$ cat src/rtl/cpwm_pkg.sv
package cpwm_pkg;
   typedef enum logic {
      DT_TRAIL = 1'b0,
      DT_LEAD  = 1'b1
   } dt_edge_e;
endpackage

$ cat src/rtl/cpwm_timebase.sv
module cpwm_timebase #(
   parameter int CNT_W = 16,
   parameter int PRE_W = 4
) (
   input  logic             clk,
   input  logic             rst_n,
   input  logic [CNT_W-1:0] period_i,
   input  logic [PRE_W-1:0] clk_div_i,
   output logic [CNT_W-1:0] cnt_o,
   output logic             up_o,
   output logic [CNT_W-1:0] per_o,
   output logic             tick_o,
   output logic             load_o
);
   logic [PRE_W-1:0] pre_q;
   logic [CNT_W-1:0] cnt_q;
   logic [CNT_W-1:0] per_q;
   logic             up_q;

   assign tick_o = (pre_q >= clk_div_i);
   assign load_o = tick_o && !up_q && (cnt_q == '0);

   always_ff @(posedge clk or negedge rst_n) begin
      if (!rst_n) begin
         pre_q <= '0;
      end else if (tick_o) begin
         pre_q <= '0;
      end else begin
         pre_q <= pre_q + PRE_W'(1);
      end
   end

   always_ff @(posedge clk or negedge rst_n) begin
      if (!rst_n) begin
         cnt_q <= '0;
         up_q  <= 1'b0;
         per_q <= '0;
      end else if (tick_o) begin
         if (up_q) begin
            if (cnt_q >= per_q) begin
               up_q  <= 1'b0;
               cnt_q <= cnt_q - CNT_W'(1);
            end else begin
               cnt_q <= cnt_q + CNT_W'(1);
            end
         end else if (cnt_q == '0) begin
            up_q  <= 1'b1;
            cnt_q <= CNT_W'(1);
            per_q <= period_i;
         end else begin
            cnt_q <= cnt_q - CNT_W'(1);
         end
      end
   end

   assign cnt_o = cnt_q;
   assign up_o  = up_q;
   assign per_o = per_q;
endmodule

$ cat src/rtl/cpwm_slice.sv
module cpwm_slice
   import cpwm_pkg::*;
#(
   parameter int CNT_W = 16
) (
   input  logic             clk,
   input  logic             rst_n,
   input  logic             load_i,
   input  logic [CNT_W-1:0] cnt_i,
   input  logic             up_i,
   input  logic [CNT_W-1:0] per_i,
   input  logic [CNT_W-1:0] duty_i,
   input  logic [CNT_W-1:0] dtime_i,
   input  logic             lead_i,
   input  logic             pol_high_i,
   input  logic             force_low_i,
   output logic             pwm_o
);
   localparam int EW = CNT_W + 2;

   logic [CNT_W-1:0] duty_q;
   logic [CNT_W-1:0] dt_q;
   dt_edge_e         mode_q;
   logic [EW-1:0]    c, d, t, p;
   logic             act;
   logic             out_q;

   always_ff @(posedge clk or negedge rst_n) begin
      if (!rst_n) begin
         duty_q <= '0;
         dt_q   <= '0;
         mode_q <= DT_TRAIL;
      end else if (load_i) begin
         duty_q <= duty_i;
         dt_q   <= dtime_i;
         mode_q <= dt_edge_e'(lead_i);
      end
   end

   assign c = EW'(cnt_i);
   assign d = EW'(duty_q);
   assign t = EW'(dt_q);
   assign p = EW'(per_i);

   // Active window is symmetric about the counter peak; dead time moves one edge.
   always_comb begin
      if (d == '0) begin
         act = 1'b0;
      end else if (mode_q == DT_LEAD) begin
         act = up_i ? (c + d >= p + t)
                    : ((c + d >= p) && (c + t <= p + d));
      end else begin
         act = up_i ? (c + d >= p) : (c + d + t >= p);
      end
   end

   always_ff @(posedge clk or negedge rst_n) begin
      if (!rst_n) begin
         out_q <= 1'b0;
      end else if (force_low_i) begin
         out_q <= 1'b0;
      end else begin
         out_q <= pol_high_i ? act : ~act;
      end
   end

   assign pwm_o = out_q;
endmodule

$ cat src/rtl/cpwm_dt_bank.sv
module cpwm_dt_bank #(
   parameter int NUM_CH = 3,
   parameter int CNT_W  = 16,
   parameter int PRE_W  = 4
) (
   input  logic                         clk,
   input  logic                         rst_n,
   input  logic [CNT_W-1:0]             period_i,
   input  logic [PRE_W-1:0]             clk_div_i,
   input  logic [NUM_CH-1:0][CNT_W-1:0] duty_i,
   input  logic [NUM_CH-1:0][CNT_W-1:0] dtime_i,
   input  logic [NUM_CH-1:0]            dt_lead_i,
   input  logic [NUM_CH-1:0]            pol_high_i,
   input  logic [NUM_CH-1:0]            force_low_i,
   output logic [NUM_CH-1:0]            pwm_o,
   output logic [CNT_W-1:0]             cnt_o,
   output logic                         cnt_up_o
);
   if (NUM_CH < 1) begin : g_bad_ch
      $error("cpwm_dt_bank: NUM_CH must be at least 1");
   end
   if (CNT_W < 4) begin : g_bad_cnt
      $error("cpwm_dt_bank: CNT_W must be at least 4");
   end
   if (PRE_W < 1) begin : g_bad_pre
      $error("cpwm_dt_bank: PRE_W must be at least 1");
   end

   logic [CNT_W-1:0] per_q;
   logic             tick;
   logic             load;

   cpwm_timebase #(.CNT_W(CNT_W), .PRE_W(PRE_W)) u_tb (
      .clk       (clk),
      .rst_n     (rst_n),
      .period_i  (period_i),
      .clk_div_i (clk_div_i),
      .cnt_o     (cnt_o),
      .up_o      (cnt_up_o),
      .per_o     (per_q),
      .tick_o    (tick),
      .load_o    (load)
   );

   for (genvar g = 0; g < NUM_CH; g++) begin : g_ch
      cpwm_slice #(.CNT_W(CNT_W)) u_slice (
         .clk         (clk),
         .rst_n       (rst_n),
         .load_i      (load),
         .cnt_i       (cnt_o),
         .up_i        (cnt_up_o),
         .per_i       (per_q),
         .duty_i      (duty_i[g]),
         .dtime_i     (dtime_i[g]),
         .lead_i      (dt_lead_i[g]),
         .pol_high_i  (pol_high_i[g]),
         .force_low_i (force_low_i[g]),
         .pwm_o       (pwm_o[g])
      );
   end
endmodule

$ cat config.mk
export PLATFORM = sky130hd
export DESIGN_NAME = cpwm_dt_bank
export DESIGN_NICKNAME = d
export VERILOG_FILES = /design/src/rtl/cpwm_pkg.sv /design/src/rtl/cpwm_timebase.sv /design/src/rtl/cpwm_slice.sv /design/src/rtl/cpwm_dt_bank.sv
export SDC_FILE = /design/constraint.sdc
export NUM_CORES = 1
export LEC_CHECK = 0
export BUFFER_PORTS_ARGS = -buffer_cell sky130_fd_sc_hd__buf_4
export CORE_MARGIN = 2
export CORE_UTILIZATION = 40
export DETAILED_ROUTE_END_ITERATION = 10
export MAX_ROUTING_LAYER = met4
export PLACE_DENSITY = 0.59
export SYNTH_ARGS = -nofsm -noshare
export SYNTH_HDL_FRONTEND = slang
export SYNTH_SLANG_ARGS = --single-unit
$ cat constraint.sdc
create_clock -name clk -period 5.4 [get_ports clk]
set_input_delay 0.54 -clock clk [delete_from_list [all_inputs] [get_ports clk]]
set_output_delay 0.54 -clock clk [all_outputs]
set_load 0.01 [all_outputs]
==> results of run 1 <==
-- report_power, final --
part           switching (µW)  total [µW]  leakage, µW  internal [µW]
clock network             496        1350     0.000308            857
logic                    4320        7890       0.0103           3570
registers                 183        1310      0.00176           1120
-- layout by cell type, fill, tap and decap left out, types with 66 or more instances in the layout --
cell type  netlist  routed
inv_1          120     120
nor2_1         163     162
o21ai_0         95      86
mux2_1          98      98
nor3_1          72      66
a21o_1          93      93
xnor2_1        122     115
buf_4            4     268
ha_1           474     470
a21oi_1        183     163
nand2_1        111     107
dfrtp_1        139     135
-- registers in the layout (all words and copies together) (netlist names) --
register / count
g_ch.u_slice.pwm_o: 3
g_ch.u_slice.dt_q: 48
u_tb.per_o: 16
u_tb.up_o: 1
u_tb.pre_q: 4
u_tb.cnt_o: 16
g_ch.u_slice.mode_q: 3
g_ch.u_slice.duty_q: 48
-- kinds of logic after synthesis --
kind of cell,synth area share
muxes,0.0674
adders and majority gates,0.301
and+or+nand+nor,0.144
xor gates and xnor gates,0.0795
buffers and inverters,0.0298
AOI/OAI and AO/OA,0.210
DFF,0.168
-- final cells by class --
| class | count | area [µm²] | area share |
|---|---|---|---|
| Multi-Input combinational cell | 2086 | 17100 | 0.694 |
| Clock inverter | 12 | 221 | 0.00901 |
| Sequential cell | 139 | 3480 | 0.142 |
| Clock buffer | 18 | 429 | 0.0175 |
| Tap cell | 680 | 851 | 0.0346 |
| Inverter | 120 | 450 | 0.0183 |
| Timing Repair Buffer | 272 | 2070 | 0.0844 |
-- stage by stage --
stage	total power (µW)	setup WS [ns]	setup TNS, ns	instances	utilization
4_1_cts	10200	0.00965	0	3315	0.470
2_1_floorplan	6450	0.00923	0	2381	-
3_3_place_gp	8570	-0.105	-0.105	3283	0.456
3_5_place_dp	8720	-0.225	-0.232	3283	0.456
5_1_grt	11600	-0.170	-0.276	3327	0.479
6_report	10600	0.163	0	3327	0.479
-- repair_timing --
item / in CTS / in global routing
gates resized for setup: 9 / 89
buffers inserted: 2 / 12
pin swaps: 2 / 51
setup endpoints to repair: 2 / 3
-- per-layer routing --
metal	global-route usage	vias to the layer above
li1	-	9434
met1	0.318	9082
met2	0.458	555
met3	0.0431	193
met4	0.139	0
met5	-	-
-- worst max-delay path, delay by kind of cell, from the launching register on --
kind	cells	cell delay, ns
adder cells (fa/ha/maj)	3	0.92
AND/OR/NAND/NOR	4	0.85
flip-flops	1	0.50
buffers and inverters	1	0.18
AO/OA/AOI/OAI	11	1.96
XOR/XNOR	2	0.26
multiplexers	2	0.43
-- cells in the mapped netlist (17+ instances only) --
cell	number
ha_1	474
a21oi_1	183
nor2_1	163
dfrtp_1	139
xnor2_1	122
inv_1	120
nand2_1	111
mux2_1	98
o21ai_0	95
a21o_1	93
nor3_1	72
xor2_1	66
nand3_1	63
o21ai_1	58
o21a_1	44
nor2b_1	36
nand2b_1	31
mux2i_1	28
nor4_1	28
nand4_1	25
o21bai_1	22
a31oi_1	21
or3_1	21
a211oi_1	20
o31ai_1	18
clkbuf_1	17
-- worst min-delay path by stage --
stage | end | slack [ns]
CTS | g_ch[1].u_slice.dt_q[5] | 0.14
detailed placement | u_tb.pre_q[0] | 0.51
floorplan | g_ch[0].u_slice.dt_q[0] | 0.24
finish | g_ch[1].u_slice.dt_q[5] | 0.07
global placement | u_tb.pre_q[0] | 0.48
global route | g_ch[1].u_slice.dt_q[5] | 0.16
==> impl_metrics.yaml, run 1 <==
status:
  status: "complete, no violations"
global_routing:
  grt_overflow: 0
  grt_max_degree: 93
  grt_pass1_wl_um: 108000
  antenna_found_initial: 2
  grt_usage: 0.274
  grt_pass1_vias: 18900
worst_setup_path:
  path_class: "reg -> reg"
  crit_required_ns: 5.77
  cp_data_arrival_time_ns: 5.60
  max_stage_delay_ns: 0.50
  crit_end: "g_ch[2].u_slice.pwm_o"
  end_kind: "flop"
  crit_chain: "ha_1 -> nor2b_1 -> o21a_1 -> o311ai_1 -> nand3_1 -> o41ai_2 -> buf_4 -> xnor2_1 -> ha_1 -> or3_1 -> o21ai_2 -> a31oi_2 -> xor2_1 -> ha_1 -> a21o_1 -> a211oi_2 -> o21ai_1 -> a41o_1 -> nor3b_2 -> mux2i_1 -> a22oi_1 -> o211ai_1 -> mux2_1"
  reg2reg_slack_ns: 0.16
  r2r-end: "g_ch[2].u_slice.pwm_o"
  path_max_fanout: 4
  cp_common_cell: "ha_1"
  critPathLaunch: "u_tb.cnt_o[3]"
  slowest_stage: "dfrtp_1"
  worstSetupStartpointType: "flop"
  r2r-start: "u_tb.cnt_o[3]"
  ff2ff_path_depth: 23
routing:
  firstDrtPassIters: 5
  drtIter0Drc: 1104
  ant_nets: 0
  post_drt_wl_per_cell_um: 21.3
  top_layer: "met4"
  drcViolationCount: 0
  m1WireLength_um: 29400
  num_vias: 19300
  vias_per_cell: 5.79
  wl_um: 70900
  wl_met3_um: 3590
  wl_met2_um: 33700
place:
  dpl-instance-area_um2: 23400
  dp_hpwl_um: 56700
  place_congestion: 0.954
  portBuffers: 146
timing:
  drv_slew: 0
  relSlewSlack: 0.292
  holdWs_ns: 0.0699
  period_share: 0.970
  hold_violations: 0
  finClkSkew_ns: 0.0140
  rsz0062_at_grt: "true"
  tightest_slew_ns: 1.06
  finalSetupViolations: 0
  fmax_mhz: 191
  period_minus_slack_ns: 5.24
final_layout:
  layout.nets: 3252
  stdcell_area_um2: 24600
  fillCellCount: 4986
  antennaDiodeCount: 0
  drive_above_1_share: 0.151
  synthToLayoutAreaGrowth_pct: 18.7
synth:
  yosys.area.top_type: "ha_1"
  postSynthCellCount: 2381
  syn_area_per_cell_um2: 8.70
  synth_fp_nets: 2997
  synth_flop_cell: "dfrtp_1"
  ys_async_sr_fraction: 1.00
  synth.area.top_cells: "ha_1, dfrtp_1, mux2_1"
  syn-cell-area_um2: 20700
  synth_edf_count: 0
  ys_ff_latch: 139
  seq_area_frac_synth: 0.168
  yosys_warnings: 0
  synth_top_area_share: 0.286
  synth.distinct_cells: 74
clock_network:
  cts.sinks: 139
  clock_latency_ns: 0.49
  cts_buffers: 17
  clk_pin_slew_worst_paths_ns: 0.06
  cts.path.max_buffers: 2
  cts_tree: "done"
  htreeDepth: 4
  clock-root-buffer: "clkbuf_16"
  hold_buffers: 0
pwr:
  leakage_uw: 0.0124
  powerDensity_nw_per_um2: 429
  peakVddDrop_mv: 0.246
die:
  io-pin-count: 147
  coreArea_um2: 51300
  rows: 83
  die_w_um: 232
  dieArea_um2: 53600
  initial_core_util: 0.404
  die_height_um: 232
hold_path:
  hold_path_class: "in -> async"
flow_run:
  maxCapViolCount: 0
Power figures use the tool's default switching activity.
==> run 2: changes to the inputs <==
--- a/config.mk
+++ b/config.mk
@@ -10,7 +10,7 @@
 export CORE_UTILIZATION = 40
 export DETAILED_ROUTE_END_ITERATION = 10
 export MAX_ROUTING_LAYER = met4
-export PLACE_DENSITY = 0.59
+export PLACE_DENSITY = 0.57
 export SYNTH_ARGS = -nofsm -noshare
 export SYNTH_HDL_FRONTEND = slang
 export SYNTH_SLANG_ARGS = --single-unit
==> constraint.sdc (replaced) <==
create_clock -name clk -period 6.3 [get_ports clk]
set_input_delay 0.63 -clock clk [delete_from_list [all_inputs] [get_ports clk]]
set_output_delay 0.63 -clock clk [all_outputs]
set_load 0.01 [all_outputs]
==> run 2 against run 1 <==
Critical path depth up 1. Fmax down 12%. Register-to-register slack improved by 0.20 ns. Critical endpoint is now g_ch[0].u_slice.pwm_o. Count of clock-buffer cells in the layout up 1. Die area stayed put. First-iteration DRC count grew 6.0%. Cell area fell by 4.8%. Worst setup slack improved by 0.20 ns. Clock power decreased by 23%.
==> impl_metrics.yaml, run 2 (synthesis gave the netlist of run 1 again) <==
place:
  dpl-instance-area_um2: 22800
  dp_hpwl_um: 55400
  place_congestion: 0.952
  portBuffers: 146
final_layout:
  final_common_cell: "ha_1"
  final_cell_mix: "ha_1, buf_4, a21oi_1, nor2_1, dfrtp_1"
  reg_top3: "g_ch.u_slice.dt_q: 48 flops, g_ch.u_slice.duty_q: 48 flops"
  layout.nets: 3169
  stdcell_area_um2: 23400
  drive_above_1_share: 0.0908
  synthToLayoutAreaGrowth_pct: 13.0
clock_network:
  cts.path.max_buffers: 2
  clock-root-buffer: "clkbuf_16"
  hold_buffers: 0
  cts_resized: 0
  clock_latency_ns: 0.50
  cts.sinks: 139
  htreeDepth: 4
  cts_setup_buffers: 0
  cts_tree: "done"
  cts_buffers: 17
  clk_pin_slew_worst_paths_ns: 0.07
timing:
  finClkSkew_ns: 0.0157
  period_share: 0.943
  relSlewSlack: 0.300
  period_minus_slack_ns: 5.94
  final.setup.tns_ns: 0
  hold_violations: 0
  drv_slew: 0
  tightest_slew_ns: 1.05
  rsz0062_at_grt: "false"
  finalSetupViolations: 0
  fmax_mhz: 168
hold_path:
  hold_path_class: "in -> async"
routing:
  drtIter0Drc: 1170
  firstDrtPassIters: 6
  ant_nets: 0
  vias_per_cell: 5.77
  post_drt_wl_per_cell_um: 21.5
  wl_um: 69800
  drcViolationCount: 0
  num_vias: 18700
worst_setup_path:
  cp_data_arrival_time_ns: 6.32
  crit_required_ns: 6.69
  cp_top_family: "compound AO/OA/AOI/OAI gates"
  cp_num_buf_inv: 2
  cp_common_cell: "ha_1"
  end_kind: "flop"
  path_max_fanout: 17
  slowest_stage: "a2111oi_0"
  path_depth: 24
  max_stage_delay_ns: 0.49
  path_class: "reg -> reg"
  crit_chain: "buf_4 -> ha_1 -> a21o_1 -> a21oi_1 -> o21bai_1 -> a21o_1 -> a21oi_1 -> o211ai_1 -> a2111oi_0 -> buf_4 -> nor3_1 -> nor2_1 -> ha_1 -> nand2_1 -> nor4_1 -> or3_1 -> xor2_1 -> ha_1 -> and4_1 -> nand4_1 -> nand3_1 -> o211ai_1 -> a32oi_1 -> mux2_1"
  worstSetupStartpointType: "flop"
  ff2ff_path_depth: 24
flow_run:
  maxCapViolCount: 0
die:
  coreArea_um2: 51300
  dieArea_um2: 53600
  rows: 83
  die_w_um: 232
  io-pin-count: 147
  initial_core_util: 0.404
  die_height_um: 232
global_routing:
  grt_overflow: 0
  antenna_found_initial: 0
  grt_max_degree: 81
  grt_usage: 0.272
  grt_pass1_wl_um: 107000
  grt_pass1_vias: 18400
pwr:
  peakVddDrop_mv: 0.265
  powerDensity_nw_per_um2: 355
  leakage_uw: 0.0118
status:
  status: "complete, no violations"
## run 2: power breakdown
| part | total [µW] | switching, µW | internal (µW) | leakage (µW) |
|---|---|---|---|---|
| registers | 1130 | 168 | 961 | 0.00176 |
| logic | 6130 | 3490 | 2640 | 0.00982 |
| clock network | 1040 | 459 | 581 | 0.000266 |
| total | 8300 | 4120 | 4180 | 0.0118 |
## run 2: cell type report
type / instances / area (µm²)
multi-input combinational: 2086 / 16600
tap: 680 / 851
inverter: 120 / 450
antenna: 1 / 2.50
clock buffer: 19 / 433
sequential: 139 / 3480
fill: 5101 / 27900
timing repair buffer: 189 / 1420
clock inverter: 13 / 143
## run 2: path summary, 6_finish.rpt
| path | start | endpoint | slack, ns |
|---|---|---|---|
| setup reg to reg | u_tb.cnt_o[1] | g_ch[0].u_slice.pwm_o | 0.36 |
| min in group clk | duty_i[17] | g_ch[1].u_slice.duty_q[1] | 0.34 |
| max in group asynchronous | rst_n | g_ch[2].u_slice.dt_q[12] | 4.83 |
| hold / removal | rst_n | u_tb.cnt_o[11] | 0.14 |
| setup / recovery | u_tb.cnt_o[1] | g_ch[0].u_slice.pwm_o | 0.36 |
| hold reg to reg | u_tb.pre_q[0] | u_tb.pre_q[0] | 0.49 |
## run 2: metal layers
layer	global-route usage	routed length [µm]	share of wire	vias up
li1	-	-	-	9295
met1	0.332	30700	0.44	8858
met2	0.450	32800	0.47	469
met3	0.0385	3290	0.047	122
met4	0.115	3090	0.044	0
met5	-	0	0	-
## run 2: metrics by stage
step | util | setup WS [ns] | hold WS [ns] | instances | power (µW)
after floorplan | - | 0.687 | 0.334 | 2381 | 5520
after global placement | 0.445 | 0.669 | 0.486 | 3214 | 7080
after detailed placement | 0.445 | 0.545 | 0.486 | 3214 | 7170
after CTS | 0.456 | 0.483 | 0.202 | 3246 | 8290
after global routing | 0.456 | 0.0823 | 0.196 | 3246 | 9150
final | 0.456 | 0.362 | 0.137 | 3247 | 8300
